`src/rtl/pwm_tx_pkg.sv`:
```
package pwm_tx_pkg;
  typedef enum logic {
    GEN_OFF = 1'b0,
    GEN_ON  = 1'b1
  } gen_state_e;

  // Smallest period for which the 10%..90% window stays inside (0, P).
  localparam int unsigned MIN_PERIOD = 10;
endpackage

```
`src/rtl/pwm_word_shadow.sv`:
```
module pwm_word_shadow #(
  parameter int unsigned DATA_W = 12
) (
  input  logic              clk,
  input  logic              rst_n,
  input  logic              in_valid,
  output logic              in_ready,
  input  logic [DATA_W-1:0] in_data,
  output logic [DATA_W-1:0] code_o
);
  logic              ready_q;
  logic [DATA_W-1:0] code_q;

  // Always ready outside reset; a newer word replaces an unsent one.
  always_ff @(posedge clk or negedge rst_n) begin
    if (!rst_n) begin
      ready_q <= 1'b0;
      code_q  <= '0;
    end else begin
      ready_q <= 1'b1;
      if (in_valid && ready_q) begin
        code_q <= in_data;
      end
    end
  end

  assign in_ready = ready_q;
  assign code_o   = code_q;
endmodule

```
`src/rtl/pwm_cmp_calc.sv`:
```
module pwm_cmp_calc #(
  parameter int unsigned DATA_W = 12,
  parameter int unsigned PER_W  = 16
) (
  input  logic [DATA_W-1:0] code_i,
  input  logic [PER_W-1:0]  period_i,
  output logic [PER_W-1:0]  cmp_o
);
  // duty = (2^N + 8c) / (10 * 2^N); 10 * 2^N = 5 * 2^(N+1)
  localparam int unsigned WT_W  = DATA_W + 4;
  localparam int unsigned NUM_W = PER_W + WT_W + 1;
  localparam int unsigned Q_W   = NUM_W - (DATA_W + 1);

  logic [WT_W-1:0]  weight;
  logic [NUM_W-1:0] num;
  logic [Q_W-1:0]   q_pow2;

  assign weight = (WT_W'(1) << DATA_W) + {1'b0, code_i, 3'b000};
  // Half of the divisor is added before truncation for round-to-nearest.
  assign num    = NUM_W'(period_i) * NUM_W'(weight) + (NUM_W'(5) << DATA_W);
  assign q_pow2 = Q_W'(num >> (DATA_W + 1));
  assign cmp_o  = PER_W'(q_pow2 / Q_W'(5));
endmodule

```
`src/rtl/pwm_period_gen.sv`:
```
module pwm_period_gen
  import pwm_tx_pkg::*;
#(
  parameter int unsigned PER_W = 16
) (
  input  logic             clk,
  input  logic             rst_n,
  input  logic             en,
  input  logic [PER_W-1:0] period_i,
  input  logic [PER_W-1:0] cmp_i,
  output logic             pwm_o
);
  gen_state_e       state_q;
  logic [PER_W-1:0] cnt_q;
  logic [PER_W-1:0] act_per_q;
  logic [PER_W-1:0] act_cmp_q;
  logic             pwm_q;
  logic [PER_W-1:0] cnt_inc;
  logic             wrap;

  assign cnt_inc = cnt_q + PER_W'(1);
  assign wrap    = (state_q == GEN_ON) && (cnt_q == act_per_q - PER_W'(1));

  always_ff @(posedge clk or negedge rst_n) begin
    if (!rst_n) begin
      state_q   <= GEN_OFF;
      cnt_q     <= '0;
      act_per_q <= '0;
      act_cmp_q <= '0;
      pwm_q     <= 1'b0;
    end else if (!en) begin
      state_q <= GEN_OFF;
      cnt_q   <= '0;
      pwm_q   <= 1'b0;
    end else if (state_q == GEN_OFF || wrap) begin
      // Period start: shadow-to-active transfer, rising edge.
      state_q   <= GEN_ON;
      cnt_q     <= '0;
      act_per_q <= period_i;
      act_cmp_q <= cmp_i;
      pwm_q     <= (cmp_i != '0);
    end else begin
      cnt_q <= cnt_inc;
      pwm_q <= (cnt_inc < act_cmp_q);
    end
  end

  assign pwm_o = pwm_q;
endmodule

```
`src/rtl/pwm_duty_tx.sv`:
```
module pwm_duty_tx #(
  parameter int unsigned DATA_W = 12,
  parameter int unsigned PER_W  = 16
) (
  input  logic              clk,
  input  logic              rst_n,
  input  logic              en,
  input  logic [PER_W-1:0]  period,
  input  logic              in_valid,
  output logic              in_ready,
  input  logic [DATA_W-1:0] in_data,
  output logic              pwm_out
);
  logic [DATA_W-1:0] shadow_code;
  logic [PER_W-1:0]  next_cmp;

  pwm_word_shadow #(.DATA_W(DATA_W)) u_shadow (
    .clk      (clk),
    .rst_n    (rst_n),
    .in_valid (in_valid),
    .in_ready (in_ready),
    .in_data  (in_data),
    .code_o   (shadow_code)
  );

  pwm_cmp_calc #(.DATA_W(DATA_W), .PER_W(PER_W)) u_calc (
    .code_i   (shadow_code),
    .period_i (period),
    .cmp_o    (next_cmp)
  );

  pwm_period_gen #(.PER_W(PER_W)) u_gen (
    .clk      (clk),
    .rst_n    (rst_n),
    .en       (en),
    .period_i (period),
    .cmp_i    (next_cmp),
    .pwm_o    (pwm_out)
  );
endmodule

```
`config.mk`:
```
export PLATFORM = sky130hd
export DESIGN_NAME = pwm_duty_tx
export DESIGN_NICKNAME = d
export VERILOG_FILES = /design/src/rtl/pwm_tx_pkg.sv /design/src/rtl/pwm_word_shadow.sv /design/src/rtl/pwm_cmp_calc.sv /design/src/rtl/pwm_period_gen.sv /design/src/rtl/pwm_duty_tx.sv
export SDC_FILE = /design/constraint.sdc
export NUM_CORES = 1
export LEC_CHECK = 0
export BUFFER_PORTS_ARGS = -buffer_cell sky130_fd_sc_hd__buf_2
export CORE_MARGIN = 2
export CORE_UTILIZATION = 39
export DETAILED_ROUTE_END_ITERATION = 10
export PLACE_DENSITY = 0.67
export SYNTH_ARGS = -nofsm -noshare
export SYNTH_HDL_FRONTEND = slang
export SYNTH_SLANG_ARGS = --single-unit
```
`constraint.sdc`:
```
create_clock -name clk -period 11.7 [get_ports clk]
set_input_delay 0.585 -clock clk [delete_from_list [all_inputs] [get_ports clk]]
set_output_delay 0.585 -clock clk [all_outputs]
set_load 0.01 [all_outputs]
```
==> results.py <==
metrics = {
    "grt": {
        "grt_antenna_before_repair": 0,
        "grt_pass1_wl_mm": 57.6,
        "grt_max_degree": 64,
        "grt_overflow": 0,
        "grt_pass1_vias": 11300,
        "grtUsageTotal": 0.207,
    },
    "logic_synthesis": {
        "yosys_warnings": 0,
        "async_reset_ff_frac": 1.00,
        "netlist.top_cell.by_area": "fa_1",
        "synth_area_leaders": "fa_1, dfrtp_1, ha_1",
        "synth_flop_cell": "dfrtp_1",
        "ys_seq_area_frac": 0.122,
        "synth_edf_count": 0,
        "synth-compound-area-share": 0.149,
        "synthMuxAreaShare": 0.0356,
        "netlist-cell-type-count": 89,
        "synthSimpleGateAreaFrac": 0.205,
        "synth_top_family_by_area": "adder cells",
        "syn_avg_cell_area_um2": 8.46,
        "synth_xor_area_frac": 0.0469,
        "synth_nets": 1829,
        "synth_top_area_frac": 0.242,
        "synth_fa_ha_area_frac": 0.356,
        "synth_cells": 1524,
        "yosysMostFrequentCell": "inv_1",
        "netlist_area_mm2": 0.0129,
        "synthTopCellsByCount": "inv_1, nand2_1, fa_1",
        "synth-seq-cells": 63,
    },
    "hold_path": {
        "hold_path_class": "input port to async pin",
    },
    "worst_setup_path": {
        "crit_start": "u_shadow.code_o[9]",
        "worst-setup-path-type": "flip-flop to flip-flop",
        "cp.arrival_ns": 11.55,
        "slowest_delay_ns": 0.62,
        "required_ns": 11.88,
        "r2r_start": "u_shadow.code_o[9]",
        "cp_max_fo": 12,
        "end_kind": "flip-flop",
        "worst_path_most_repeated_cell": "fa_1",
        "cp_slowest_cell": "a2111oi_1",
        "start_kind": "flip-flop",
    },
    "layout": {
        "finalNetCount": 1913,
        "drive_above_1_share": 0.182,
        "diodes": 0,
        "postLayoutCellArea_mm2": 0.0150,
        "syn_to_final_growth_pct": 16.0,
        "fill_cells": 3187,
        "stdcell_count": 2054,
    },
    "run_status": {
        "status": "finished, final reports clean",
    },
    "place": {
        "dp_slack_ns": -0.0800,
        "place_inst": 2017,
        "port_buffers": 33,
        "place_area_mm2": 0.0140,
        "dp_hpwl_mm": 28.2,
        "gp_congestion": 0.899,
    },
    "clock_network": {
        "cts_max_path_buffers": 2,
        "clock_latency_ns": 0.34,
        "htreeDepth": 3,
        "clk_pin_slew_ns": 0.06,
        "root_buffer": "clkbuf_16",
        "cts.sinks": 63,
        "cts_tree": "yes",
        "cts-hold-fix-buffers": 0,
        "cts_buffers": 9,
    },
    "timing": {
        "finalHoldViolations": 0,
        "finClkSkew_ns": 0.00945,
        "drv_slew": 0,
        "setup_violations": 0,
        "tightest_slew_ns": 1.19,
        "setup_ws_ns": 0.328,
        "fin_crit_ns": 11.37,
        "setup_tns_ns": 0,
        "timing.final.crit_share": 0.972,
        "max_freq_ghz": 0.0879,
        "slew_headroom": 0.201,
    },
    "drt": {
        "drt_first_pass_iters": 7,
        "remaining_drc_errors": 0,
        "dr_total_vias": 11300,
        "postRouteAntennaNets": 0,
        "wire_per_inst_um": 17.1,
        "drt_iter0_drc": 808,
        "avgViaCountPerCell": 5.49,
        "routed_wl_mm": 35.2,
    },
    "floorplanning": {
        "fp.dieW_um": 186,
        "ioPinCount": 34,
        "start_util": 0.396,
        "dieHeight_um": 186,
        "rows": 66,
        "die_area_mm2": 0.0345,
        "core_area_mm2": 0.0325,
    },
    "flow_run": {
        "cap_violations": 0,
    },
}
-- area by class of cell --
class,instances,area (µm²),share of cell area
Inverter,206,773,0.0517
Sequential cell,63,1590,0.106
Multi-Input combinational cell,1179,10700,0.715
Clock buffer,11,243,0.0162
Timing Repair Buffer,149,1050,0.0705
Clock inverter,4,55.1,0.00368
Tap cell,442,553,0.0370
-- cell usage in the layout, fill, tap and decap left out, drive strengths merged, types with 6 or more instances in the layout --
cell	Yosys	final
a211o	7	7
a211oi	13	13
a21o	8	8
a21oi	68	68
a22oi	6	6
a31oi	15	15
and2	94	94
and3	27	27
buf	26	149
clkbuf	50	11
dfrtp	63	63
fa	156	156
ha	117	117
inv	206	207
mux2	31	31
mux2i	11	11
nand2	177	177
nand2b	17	17
nand3	36	36
nand4	19	19
nor2	67	67
nor2b	22	22
nor3	28	28
nor4	14	14
o211a	7	7
o211ai	16	16
o21ai	59	59
or3	7	7
xnor2	44	44
xor2	25	25
-- worst max-delay path: cells and delay by family, from the launching register on --
family | cells | cell delay [ns]
compound gates | 21 | 4.92
fa+ha+maj | 9 | 3.44
buf+inv | 10 | 1.42
simple gates | 7 | 0.82
xor+xnor | 1 | 0.14
flops | 1 | 0.44
-- stage by stage --
step | hold WS [ns] | utilization
after global routing | 0.481 | 0.460
after CTS | 0.474 | 0.440
after detailed placement | 0.477 | 0.431
after floorplan | 0.289 | -
final | 0.429 | 0.460
after global placement | 0.465 | 0.431
-- kinds of logic after synthesis --
family,Yosys count
compound gates,268
xor+xnor,69
fa+ha+maj,274
buf+inv,282
flops,63
mux,42
other cells,1
simple gates,525
-- state kept, by name, indices dropped and copies added (netlist names) --
| register | count |
|---|---|
| u_gen.act_cmp_q | 16 |
| u_gen.act_per_q | 16 |
| u_gen.cnt_q | 16 |
| u_gen.pwm_o | 1 |
| u_gen.state_q | 1 |
| u_shadow.code_o | 12 |
| u_shadow.in_ready | 1 |
-- final timing paths --
path	endpoint	slack (ns)	cells after the start
min in group clk	u_shadow.code_o[10]	0.48	2
worst min register to register	u_gen.act_cmp_q[6]	0.49	2
worst max register to register	u_gen.act_cmp_q[1]	0.33	48
worst min-delay path	u_gen.pwm_o	0.43	2
max in group asynchronous	u_shadow.code_o[7]	10.54	2
worst max-delay path	u_gen.act_cmp_q[1]	0.33	48
-- timing repair --
action | 4_1_cts | 5_1_grt
setup endpoints to repair | 1 | 4
gates resized for setup | 3 | 98
pin swaps | 0 | 27
gates cloned | 0 | 0
setup buffers | 0 | 22
-- per-layer routing --
| layer | global-route usage | vias up | part of all wire | wire (µm) |
|---|---|---|---|---|
| met5 | 0 | - | 0 | 0 |
| met4 | 0.0507 | 0 | 0.018 | 647 |
| met3 | 0.0194 | 41 | 0.053 | 1880 |
| met2 | 0.352 | 363 | 0.49 | 17200 |
| met1 | 0.284 | 5611 | 0.44 | 15400 |
| li1 | - | 5263 | - | - |
Power is left out: the tool's default activity adds up to more than one toggle a clock period on the data nets, which glitch-free logic cannot reach.
